==> src/rtl/bwin_pkg.sv <==
package bwin_pkg;

    // Fixed layout of the window (bit positions decoded by software)
    localparam int unsigned CTL3_OFF   = 14;  // 0x0E, visible in both banks
    localparam int unsigned CTL4_IDX   = 10;  // bank-0 offset 0x1A within upper half
    localparam int unsigned SHARED_A   = 8;   // 0x18 within upper half
    localparam int unsigned SHARED_B   = 9;   // 0x19 within upper half
    localparam int unsigned BANK_BIT   = 5;
    localparam int unsigned SDA_BIT    = 6;
    localparam int unsigned SCL_BIT    = 7;
    localparam int unsigned LVL_WE_BIT = 7;

    typedef enum logic {
        BANK_ZERO = 1'b0,
        BANK_ONE  = 1'b1
    } bank_e;

    typedef enum logic [1:0] {
        RG_LOW    = 2'd0,
        RG_SHARED = 2'd1,
        RG_BANKED = 2'd2,
        RG_CTL3   = 2'd3
    } region_e;

endpackage

==> src/rtl/bwin_sync.sv <==
module bwin_sync #(
    parameter int unsigned WIDTH  = 2,
    parameter int unsigned STAGES = 2
) (
    input  logic             clk,
    input  logic             rst_n,
    input  logic [WIDTH-1:0] d,
    output logic [WIDTH-1:0] q
);

    for (genvar b = 0; b < WIDTH; b++) begin : g_bit
        logic [STAGES-1:0] chain;

        always_ff @(posedge clk or negedge rst_n) begin
            if (!rst_n) begin
                chain <= '1;   // released lines idle high
            end else begin
                chain <= {chain[STAGES-2:0], d[b]};
            end
        end

        assign q[b] = chain[STAGES-1];
    end

endmodule

==> src/rtl/bwin_regfile.sv <==
module bwin_regfile
    import bwin_pkg::*;
#(
    parameter int unsigned ADDR_W = 5,
    parameter int unsigned DATA_W = 8
) (
    input  logic              clk,
    input  logic              rst_n,
    input  logic              wr,
    input  logic [ADDR_W-1:0] addr,
    input  logic [DATA_W-1:0] wdata,
    input  region_e           region,
    input  bank_e             bank,
    output logic [DATA_W-1:0] rdata,
    output logic              lvl_we
);

    localparam int unsigned HALF  = 2 ** (ADDR_W - 1);
    localparam int unsigned IDX_W = ADDR_W - 1;
    localparam logic [IDX_W-1:0] CTL4_SEL = IDX_W'(CTL4_IDX);

    logic [DATA_W-1:0] low_q [HALF];
    logic [DATA_W-1:0] b0_q  [HALF];
    logic [DATA_W-1:0] b1_q  [HALF];
    logic [DATA_W-1:0] sh_q  [2];

    logic [IDX_W-1:0] idx;
    assign idx = addr[IDX_W-1:0];

    always_ff @(posedge clk or negedge rst_n) begin
        if (!rst_n) begin
            for (int i = 0; i < int'(HALF); i++) begin
                low_q[i] <= '0;
                b0_q[i]  <= '0;
                b1_q[i]  <= '0;
            end
            sh_q[0] <= '0;
            sh_q[1] <= '0;
        end else if (wr) begin
            unique case (region)
                RG_LOW:    low_q[idx] <= wdata;
                RG_SHARED: sh_q[idx[0]] <= wdata;
                RG_BANKED: begin
                    if (bank == BANK_ONE) b1_q[idx] <= wdata;
                    else                  b0_q[idx] <= wdata;
                end
                default: ;  // control-3 lives in bwin_ctl3
            endcase
        end
    end

    always_comb begin
        unique case (region)
            RG_LOW:    rdata = low_q[idx];
            RG_SHARED: rdata = sh_q[idx[0]];
            RG_BANKED: rdata = (bank == BANK_ONE) ? b1_q[idx] : b0_q[idx];
            default:   rdata = '0;
        endcase
    end

    // Guard bit is taken from bank-0 storage only
    assign lvl_we = b0_q[CTL4_SEL][LVL_WE_BIT];

    // a bank-1 write can never alter the guard
    p_we_bank0_only_r10: assert property (@(posedge clk) disable iff (!rst_n)
        (wr && region == RG_BANKED && bank == BANK_ONE) |=> $stable(lvl_we));

endmodule

==> src/rtl/bwin_ctl3.sv <==
module bwin_ctl3
    import bwin_pkg::*;
#(
    parameter int unsigned DATA_W = 8
) (
    input  logic              clk,
    input  logic              rst_n,
    input  logic              wr,
    input  region_e           region,
    input  logic [DATA_W-1:0] wdata,
    input  logic              lvl_we,
    input  logic              scl_sync,
    input  logic              sda_sync,
    input  logic              eng_scl_low,
    input  logic              eng_sda_low,
    output bank_e             bank,
    output logic [DATA_W-1:0] rdata,
    output logic              scl_drive_low,
    output logic              sda_drive_low
);

    localparam int unsigned LOW_W = BANK_BIT;

    bank_e            bank_q, bank_d;
    logic [LOW_W-1:0] low_q;
    logic             scl_lvl_q, sda_lvl_q;
    logic             ctl3_wr;

    assign ctl3_wr = wr && (region == RG_CTL3);

    // Bank state machine: BANK_ZERO <-> BANK_ONE
    always_comb begin
        bank_d = bank_q;
        unique case (bank_q)
            BANK_ZERO: if (ctl3_wr && wdata[BANK_BIT])  bank_d = BANK_ONE;   // SEL_HIGH
            BANK_ONE:  if (ctl3_wr && !wdata[BANK_BIT]) bank_d = BANK_ZERO;  // SEL_LOW
            default:   bank_d = BANK_ZERO;
        endcase
    end

    always_ff @(posedge clk or negedge rst_n) begin
        if (!rst_n) bank_q <= BANK_ZERO;
        else        bank_q <= bank_d;
    end

    // Remaining control-3 fields, with the level-write guard
    always_ff @(posedge clk or negedge rst_n) begin
        if (!rst_n) begin
            low_q     <= '0;
            scl_lvl_q <= 1'b1;
            sda_lvl_q <= 1'b1;
        end else if (ctl3_wr) begin
            low_q <= wdata[LOW_W-1:0];
            if (lvl_we) begin
                scl_lvl_q <= wdata[SCL_BIT];
                sda_lvl_q <= wdata[SDA_BIT];
            end
        end
    end

    // Outputs
    always_comb begin
        bank          = bank_q;
        scl_drive_low = eng_scl_low | ~scl_lvl_q;
        sda_drive_low = eng_sda_low | ~sda_lvl_q;
        rdata         = '0;
        rdata[SCL_BIT]       = scl_sync;
        rdata[SDA_BIT]       = sda_sync;
        rdata[BANK_BIT]      = (bank_q == BANK_ONE);
        rdata[LOW_W-1:0]     = low_q;
    end

    // the bank follows the written select bit
    p_bank_follow_r2: assert property (@(posedge clk) disable iff (!rst_n)
        ctl3_wr |=> (bank == ($past(wdata[BANK_BIT]) ? BANK_ONE : BANK_ZERO)));

    // a closed guard keeps both levels
    p_guard_closed_r6: assert property (@(posedge clk) disable iff (!rst_n)
        !lvl_we |=> ($stable(scl_lvl_q) && $stable(sda_lvl_q)));

    // engine pull-low always reaches the pins
    p_engine_wins_r8: assert property (@(posedge clk) disable iff (!rst_n)
        (eng_scl_low || eng_sda_low) |->
            ((!eng_scl_low || scl_drive_low) && (!eng_sda_low || sda_drive_low)));

    // an opened guard writing 0 to the clock level pulls the clock low
    p_override_low_r7: assert property (@(posedge clk) disable iff (!rst_n)
        (ctl3_wr && lvl_we && !wdata[SCL_BIT]) |=> scl_drive_low);

endmodule

==> src/rtl/i2c_reg_window.sv <==
module i2c_reg_window
    import bwin_pkg::*;
#(
    parameter int unsigned ADDR_W      = 5,
    parameter int unsigned DATA_W      = 8,
    parameter int unsigned SYNC_STAGES = 2
) (
    input  logic              clk,
    input  logic              rst_n,
    input  logic [ADDR_W-1:0] reg_addr,
    input  logic              reg_wr,
    input  logic [DATA_W-1:0] reg_wdata,
    output logic [DATA_W-1:0] reg_rdata,
    input  logic              eng_scl_low,
    input  logic              eng_sda_low,
    input  logic              scl_in,
    input  logic              sda_in,
    output logic              scl_drive_low,
    output logic              sda_drive_low
);

    localparam int unsigned IDX_W = ADDR_W - 1;
    localparam logic [ADDR_W-1:0] CTL3_ADDR = ADDR_W'(CTL3_OFF);
    localparam logic [IDX_W-1:0]  SH_A      = IDX_W'(SHARED_A);
    localparam logic [IDX_W-1:0]  SH_B      = IDX_W'(SHARED_B);

    region_e           region;
    bank_e             bank;
    logic              lvl_we;
    logic [1:0]        pins_sync;
    logic [DATA_W-1:0] plain_rd, ctl3_rd;

    // Offset decode
    always_comb begin
        if (reg_addr == CTL3_ADDR)
            region = RG_CTL3;
        else if (!reg_addr[ADDR_W-1])
            region = RG_LOW;
        else if (reg_addr[IDX_W-1:0] == SH_A || reg_addr[IDX_W-1:0] == SH_B)
            region = RG_SHARED;
        else
            region = RG_BANKED;
    end

    bwin_sync #(.WIDTH(2), .STAGES(SYNC_STAGES)) u_sync (
        .clk   (clk),
        .rst_n (rst_n),
        .d     ({scl_in, sda_in}),
        .q     (pins_sync)
    );

    bwin_regfile #(.ADDR_W(ADDR_W), .DATA_W(DATA_W)) u_regs (
        .clk    (clk),
        .rst_n  (rst_n),
        .wr     (reg_wr),
        .addr   (reg_addr),
        .wdata  (reg_wdata),
        .region (region),
        .bank   (bank),
        .rdata  (plain_rd),
        .lvl_we (lvl_we)
    );

    bwin_ctl3 #(.DATA_W(DATA_W)) u_ctl3 (
        .clk           (clk),
        .rst_n         (rst_n),
        .wr            (reg_wr),
        .region        (region),
        .wdata         (reg_wdata),
        .lvl_we        (lvl_we),
        .scl_sync      (pins_sync[1]),
        .sda_sync      (pins_sync[0]),
        .eng_scl_low   (eng_scl_low),
        .eng_sda_low   (eng_sda_low),
        .bank          (bank),
        .rdata         (ctl3_rd),
        .scl_drive_low (scl_drive_low),
        .sda_drive_low (sda_drive_low)
    );

    assign reg_rdata = (region == RG_CTL3) ? ctl3_rd : plain_rd;

endmodule

==> config.mk <==
export PLATFORM = sky130hd
export DESIGN_NAME = i2c_reg_window
export DESIGN_NICKNAME = d
export VERILOG_FILES = /design/src/rtl/bwin_pkg.sv /design/src/rtl/bwin_sync.sv /design/src/rtl/bwin_regfile.sv /design/src/rtl/bwin_ctl3.sv /design/src/rtl/i2c_reg_window.sv
export SDC_FILE = /design/constraint.sdc
export NUM_CORES = 1
export LEC_CHECK = 0
export ABC_AREA = 1
export BUFFER_PORTS_ARGS = -buffer_cell sky130_fd_sc_hd__buf_2
export CORE_UTILIZATION = 25
export DETAILED_ROUTE_END_ITERATION = 12
export PLACE_DENSITY = 0.49
export SETUP_SLACK_MARGIN = 0.2
export SLEW_MARGIN = 10
export SYNTH_ARGS = -nofsm -noshare
export SYNTH_HDL_FRONTEND = slang
export SYNTH_HIERARCHICAL = 1
export SYNTH_SLANG_ARGS = --single-unit
==> constraint.sdc <==
create_clock -name clk -period 2.4 [get_ports clk]
set_clock_uncertainty 0.05 [all_clocks]
set_input_delay 0.24 -clock clk [delete_from_list [all_inputs] [get_ports clk]]
set_output_delay 0.24 -clock clk [all_outputs]
set_load 0.05 [all_outputs]
Word-level counts from Yosys, hierarchy flattened
Index checks and enable logic that the tools add are counted.
{"block": "word_totals", "word_cells": 115, "register_bits": 412, "in_bits": 20}
{"block": "classes", "mux": 29, "bitwise_logic": 7, "n_lt_le_gt_ge": 4, "n_eq_ne": 6, "reduce_logical": 13}
{"operator": "128-bit bitwise mux", "n": 3}
{"operator": "8-bit two-way mux", "n": 13}
{"operator": "8-bit binary-select mux with 4-bit select", "n": 3}
{"operator": "8-bit demux with 4-bit select", "n": 1}
{"operator": "8-bit one-hot mux with 3 select lines", "n": 1}
{"operator": "16-bit bitwise mux", "n": 1}
{"operator": "8-bit demux with 1-bit select", "n": 1}
{"operator": "4-bit equality test (second input constant)", "n": 2}
{"operator": "2-bit two-way mux", "n": 3}
{"operator": "2-bit AND reduction", "n": 3}
{"operator": "3-bit AND reduction", "n": 2}
{"operator": "5-bit by 4-bit equality test with 1-bit output (second input constant)", "n": 1}
{"operator": "5-bit greater-or-equal comparator (second input constant)", "n": 1}
{"operator": "1-bit logical AND", "n": 5}
{"operator": "5-bit by 1-bit less-than comparator with 1-bit output (second input constant)", "n": 1}
{"operator": "4-bit inverter with 5-bit output", "n": 1}
{"operator": "2-bit equality test (second input constant)", "n": 2}
{"operator": "1-bit inverter", "n": 3}
{"operator": "2-bit by 1-bit equality test with 1-bit output (second input constant)", "n": 1}
{"operator": "2-bit greater-or-equal comparator (second input constant)", "n": 1}
{"operator": "2-bit zero test", "n": 1}
{"operator": "2-bit by 1-bit less-than comparator with 1-bit output (second input constant)", "n": 1}
{"operator": "1-bit two-way mux", "n": 2}
{"operator": "1-bit inverter with 2-bit output", "n": 1}
{"operator": "other kinds (4)", "n": 5}

Depth between registers and ports, before layout
{"block": "logic_depth", "ltp_word": 10, "depth_mapped": 15, "mapped_depth_nobuf": 13}

Hierarchy
The synthesis kept the hierarchy.
{"mod": "bwin_regfile", "area_each_um2": 18630.4, "n_inst": 1, "cells_each": 2487}
{"mod": "bwin_ctl3", "area_each_um2": 364.1, "n_inst": 1, "cells_each": 44}
{"mod": "i2c_reg_window", "area_each_um2": 178.9, "n_inst": 1, "cells_each": 35}
{"mod": "bwin_sync", "area_each_um2": 120.1, "n_inst": 1, "cells_each": 6}

Worst setup path before layout
Ideal clock, no wire load.
{"block": "synth_timing", "path_type": "in2reg", "from": "input reg_addr[1]", "to": "register u_regs/b1_q[53] (netlist name)", "t_required_ns": 2.217, "t_arrival_ns": 1.939, "slack_ns": 0.278, "path_stages": 13, "cell_sequence": "inv_1 > nor2_4 > nand2_4 > nand2_1 > inv_1 > nor2_2 > inv_1 > nor3_4 > buf_4 > nand2_1 > buf_6 > nand2_1 > o21ai_0"}
{"block": "synth_between", "elab_chain_cells": 7, "word_cells_on_any_way": 16}
{"item": "start, declared", "line_no": "i2c_reg_window.sv:10", "source": "input logic [ADDR_W-1:0] reg_addr,"}
{"item": "4-bit equality test", "line_no": "i2c_reg_window.sv:39", "source": "else if (reg_addr[IDX_W-1:0] == SH_A || reg_addr[IDX_W-1:0] == SH_B)"}
{"item": "1-bit logical OR", "line_no": "i2c_reg_window.sv:39"}
{"item": "2-bit two-way mux", "line_no": "i2c_reg_window.sv:39"}
{"item": "2-bit two-way mux", "line_no": "i2c_reg_window.sv:37", "source": "else if (!reg_addr[ADDR_W-1])"}
{"item": "2-bit two-way mux *", "line_no": "i2c_reg_window.sv:35", "source": "if (reg_addr == CTL3_ADDR)"}
{"item": "net region[1]", "line_no": "i2c_reg_window.sv:27", "source": "region_e region;"}
{"item": "2-bit equality test *", "line_no": "bwin_regfile.sv:40", "source": "unique case (region)"}
{"item": "3-bit AND reduction (no line) *"}
{"item": "end signal, assigned by index", "line_no": "bwin_regfile.sv:44", "source": "if (bank == BANK_ONE) b1_q[idx] <= wdata;"}
{"item": "end, declared", "line_no": "bwin_regfile.sv:24", "source": "logic [DATA_W-1:0] b1_q [HALF];"}
The timed path passes the listed nets; every way through them passes the cells marked *.
A chain may end at the register's enable or synchronous reset.

Final worst setup path
{"block": "layout_timing", "from": "register u_regs/b0_q[97] (netlist name)", "to": "output reg_rdata[1]"}
{"block": "layout_between", "elab_chain_cells": 6}
{"item": "start, declared", "line_no": "bwin_regfile.sv:23", "source": "logic [DATA_W-1:0] b0_q [HALF];"}
{"item": "start signal, assigned by index", "line_no": "bwin_regfile.sv:45", "source": "else b0_q[idx] <= wdata;"}
{"item": "8-bit binary-select mux with 4-bit select", "line_no": "bwin_regfile.sv:56", "source": "RG_BANKED: rdata = (bank == BANK_ONE) ? b1_q[idx] : b0_q[idx];"}
{"item": "8-bit two-way mux (not written as such) (2 in a row)", "line_no": "bwin_regfile.sv:56"}
{"item": "8-bit two-way mux", "line_no": "bwin_regfile.sv:56"}
{"item": "8-bit one-hot mux with 3 select lines", "line_no": "bwin_regfile.sv:53", "source": "unique case (region)"}
{"item": "net plain_rd[1]", "line_no": "i2c_reg_window.sv:31", "source": "logic [DATA_W-1:0] plain_rd, ctl3_rd;"}
{"item": "8-bit two-way mux", "line_no": "i2c_reg_window.sv:81", "source": "assign reg_rdata = (region == RG_CTL3) ? ctl3_rd : plain_rd;"}
{"item": "end, declared", "line_no": "i2c_reg_window.sv:13", "source": "output logic [DATA_W-1:0] reg_rdata,"}
The timed path passes the listed nets, and every way through them passes these cells. The select of a mux whose other input is x is not followed.

==> reports/metrics.yaml <==
critical_path:
  cp_max_fo: 2
  critPathLaunchType: "register"
  timing.reg2reg.worst_path_depth: 5
  timing_worst_setup_path_type: "reg -> out"
  timing.critical_path.mode_cell: "sky130_fd_sc_hd__nand2_1"
  worstPathArrival_ns: 2.14
  endpoint_kind: "output pin"
  worst-endpoint-required_ns: 2.11
  slowest_delay_ns: 0.38
  cp_cell_sequence: "nand2_1, nand2_1, nand2_1, nand2_1, nand2_2, nand2_2, nor2_2, nand2_1, nand3_1, nand2_1, nand2_2, nand2_2, buf_8"
  crit_slowest_cell: "sky130_fd_sc_hd__dfrtp_1"
timing:
  max_slew_headroom_pct: 63.3
  slew_violations: 0
  tightest_slew_ns: 0.550
  max_freq_mhz: 412
  fin_crit_ns: 2.43
  period_share_pct: 101
  post-route-worst-setup-slack_ns: -0.0256
  hold_viol: 0
  timing.final.setup_violations: 2
  finalHoldWorstSlack_ns: 0.0850
  rsz0062_at_grt: "yes"
  timing.setup.tns_ns: -0.0344
placement:
  numPlacedInstances: 3624
  place_hpwl_um: 41700
  gp_congestion: 0.829
  portBuffers: 29
  placed_area_um2: 21600
logic_synthesis:
  yosys_warnings: 6
  synth.lib_cells_used.distinct: 22
  seq_area_frac_synth_pct: 53.5
  syn_avg_cell_area_um2: 7.50
  flops_latches_synth: 412
  mappedNetlistArea_um2: 19300
  synth_fp_nets: 2592
  synthesis.instances: 2572
cells_and_area:
  post_route_cells_drive_above_1_share_pct: 15.2
  finish.utilization_pct: 31.3
  final.fill_count: 8247
  design.final.nets: 2688
  final_cells: 3738
  fin_area_um2: 23900
  antenna_cells_inserted: 0
  area_delta_synth_final_pct: 23.8
detailed_routing:
  postRouteAntennaNets: 0
  route.final.wire_length_um: 62100
  post_drt_wl_per_cell_um: 16.6
  drtIter0Drc: 1161
  first_pass_iters: 5
  avgViaCountPerCell: 4.46
  remaining_drc_errors: 0
  vias: 16700
floorplan:
  floorplan.die.height_um: 280
  floorplan.core_area_um2: 76200
  chipWidth_um: 280
  initial_utilization_pct: 25.3
  placementRows: 101
  dieArea_um2: 78300
  ios: 30
grt:
  antenna_found_initial: 0
  grt.overflow.total: 0
  grt_usage_pct: 16.2
  grt_pass1_wl_um: 98500
  grt_start_max_net_pins: 78
  grt_pass1_vias: 16400
power_and_ir_drop:
  worst_ir_drop_vdd_uv: 601
  power_leakage_nw: 11.8
  pwr_density_cell_nw_per_um2: 824
cts:
  cts_tree: "yes"
  htree_num_levels: 2
  skew_pair_late_insertion_delay_ns: 0.58
  tritoncts.num_buffers: 49
  clkTransAtPathRegs_ns: 0.06
  clock_sink_count: 412
  ctsRootBufferMaster: "sky130_fd_sc_hd__clkbuf_16"
  clock_buffer_depth: 3
flow_run:
  max_cap_violations: 0
status:
  failed_checks: "setup timing"
  status: "finished, violations left"
hold_path:
  hp-class: "in -> async"
==> cells by family (layout without fill, tap and decap cells) <==
family,after synthesis,in the layout,synth area share [%]
AND/OR/NAND/NOR,1541,1541,30.7
flip-flops,412,412,53.5
buffers and inverters,194,330,4.79
AO/OA/AOI/OAI,425,425,11.0
==> report_power, final <==
group	leakage, nW	switching, W	internal, W	total, W
registers	5.44	0.000597	0.00808	0.00867
clock network	0.817	0.00297	0.00462	0.00759
logic	5.52	0.00211	0.00131	0.00342
==> per-layer routing <==
layer  GRT usage [%]  share of wire (%)  vias up
li1                -                  -     8283
met1            23.4                 50     7984
met2            24.8                 44      322
met3            2.78                4.8       79
met4            4.18                2.1        0
met5               0                  0        -
==> through the flow <==
stage | worst slack (ns) | total power (W)
floorplan | 0.278 | 0.0106
global placement | -0.0374 | 0.0119
detailed placement | -0.0409 | 0.0119
CTS | -0.0606 | 0.0198
global route | -0.104 | 0.0208
finish | -0.0256 | 0.0197
==> what timing repair did <==
action	CTS	global route
resized for setup	81	65
hold buffers	11	0
setup buffers	1	11
pin swaps	34	62
setup endpoints to repair	8	8
endpoints found under the hold margin	325	0
==> state kept, by name (all words and copies together) (netlist names), named ones only <==
register / cells
u_ctl3/sda_lvl_q: 1
u_ctl3/scl_lvl_q: 1
u_regs/b0_q: 127
u_regs/low_q: 128
u_regs/sh_q: 16
u_regs/lvl_we: 1
u_ctl3/low_q: 5
u_sync/g_bit.chain: 4
u_regs/b1_q: 128
==> worst max-delay path, delay by kind of cell, from the launching register on <==
kind / cells / cell delay (ns)
buffers and inverters: 1 / 0.15
DFF: 1 / 0.38
and+or+nand+nor: 12 / 1.03
==> cell usage after synthesis, drive strengths merged <==
cell type     n  area, um2
a21oi        24        120
buf          59        417
clkbuf      104        390
clkinv        2       7.51
dfrtp       406      10200
dfstp         6        158
inv          29        109
nand2      1394       5250
nand3        44        220
nand4         2       12.5
nor2         99        415
nor3          2       32.5
o21ai       401       2010
==> area by class of cell <==
class | count | area [um2] | area share, %
inverter | 31 | 123 | 0.513
multi-input combinational | 1966 | 8420 | 35.3
tap | 1030 | 1290 | 5.39
clock buffer | 78 | 1510 | 6.31
timing repair buffer | 208 | 2080 | 8.69
sequential | 412 | 10300 | 43.2
clock inverter | 13 | 150 | 0.629
==> path summary, 6_finish.rpt <==
check                                                   start                            endpoint  slack, ns
max                               u_regs/b0_q[97]$_DFFE_PN0P_                        reg_rdata[1]      -0.03
min in group clk                                       reg_wr        u_ctl3/scl_lvl_q$_DFFE_PN1P_       0.09
max reg2reg                                          register         u_regs/b1_q[39]$_DFFE_PN0P_       0.59
max in group asynchronous                               rst_n       u_regs/low_q[116]$_DFFE_PN0P_       1.35
min                                                     rst_n         u_regs/b1_q[22]$_DFFE_PN0P_       0.08
min reg2reg                u_sync/g_bit[1].chain[0]$_DFF_PN1_  u_sync/g_bit[1].chain[1]$_DFF_PN1_       0.30
==> cell usage in the layout, fill, tap and decap left out <==
cell	n
sky130_fd_sc_hd__clkinv_2	8
sky130_fd_sc_hd__clkinv_1	1
sky130_fd_sc_hd__nand3_2	4
sky130_fd_sc_hd__clkbuf_8	13
sky130_fd_sc_hd__nor2_2	15
sky130_fd_sc_hd__dfstp_2	6
sky130_fd_sc_hd__nand2_1	1313
sky130_fd_sc_hd__inv_2	10
sky130_fd_sc_hd__dfrtp_2	1
sky130_fd_sc_hd__buf_2	19
sky130_fd_sc_hd__buf_4	131
sky130_fd_sc_hd__nor2_8	1
sky130_fd_sc_hd__nand4_1	2
sky130_fd_sc_hd__nor2_1	71
sky130_fd_sc_hd__nand2_4	10
sky130_fd_sc_hd__bufinv_16	3
sky130_fd_sc_hd__nand2_2	71
sky130_fd_sc_hd__dlygate4sd3_1	11
sky130_fd_sc_hd__inv_6	3
sky130_fd_sc_hd__inv_1	18
sky130_fd_sc_hd__buf_6	2
sky130_fd_sc_hd__a21oi_1	21
sky130_fd_sc_hd__buf_12	38
sky130_fd_sc_hd__buf_8	7
sky130_fd_sc_hd__nor3_4	2
sky130_fd_sc_hd__clkinvlp_4	1
sky130_fd_sc_hd__o21ai_0	401
sky130_fd_sc_hd__nand3_1	40
sky130_fd_sc_hd__clkbuf_16	51
sky130_fd_sc_hd__clkbuf_1	14
sky130_fd_sc_hd__dfrtp_1	405
sky130_fd_sc_hd__nor2_4	12
sky130_fd_sc_hd__a21oi_2	3
Note: power is estimated with default switching activity, not from simulation.
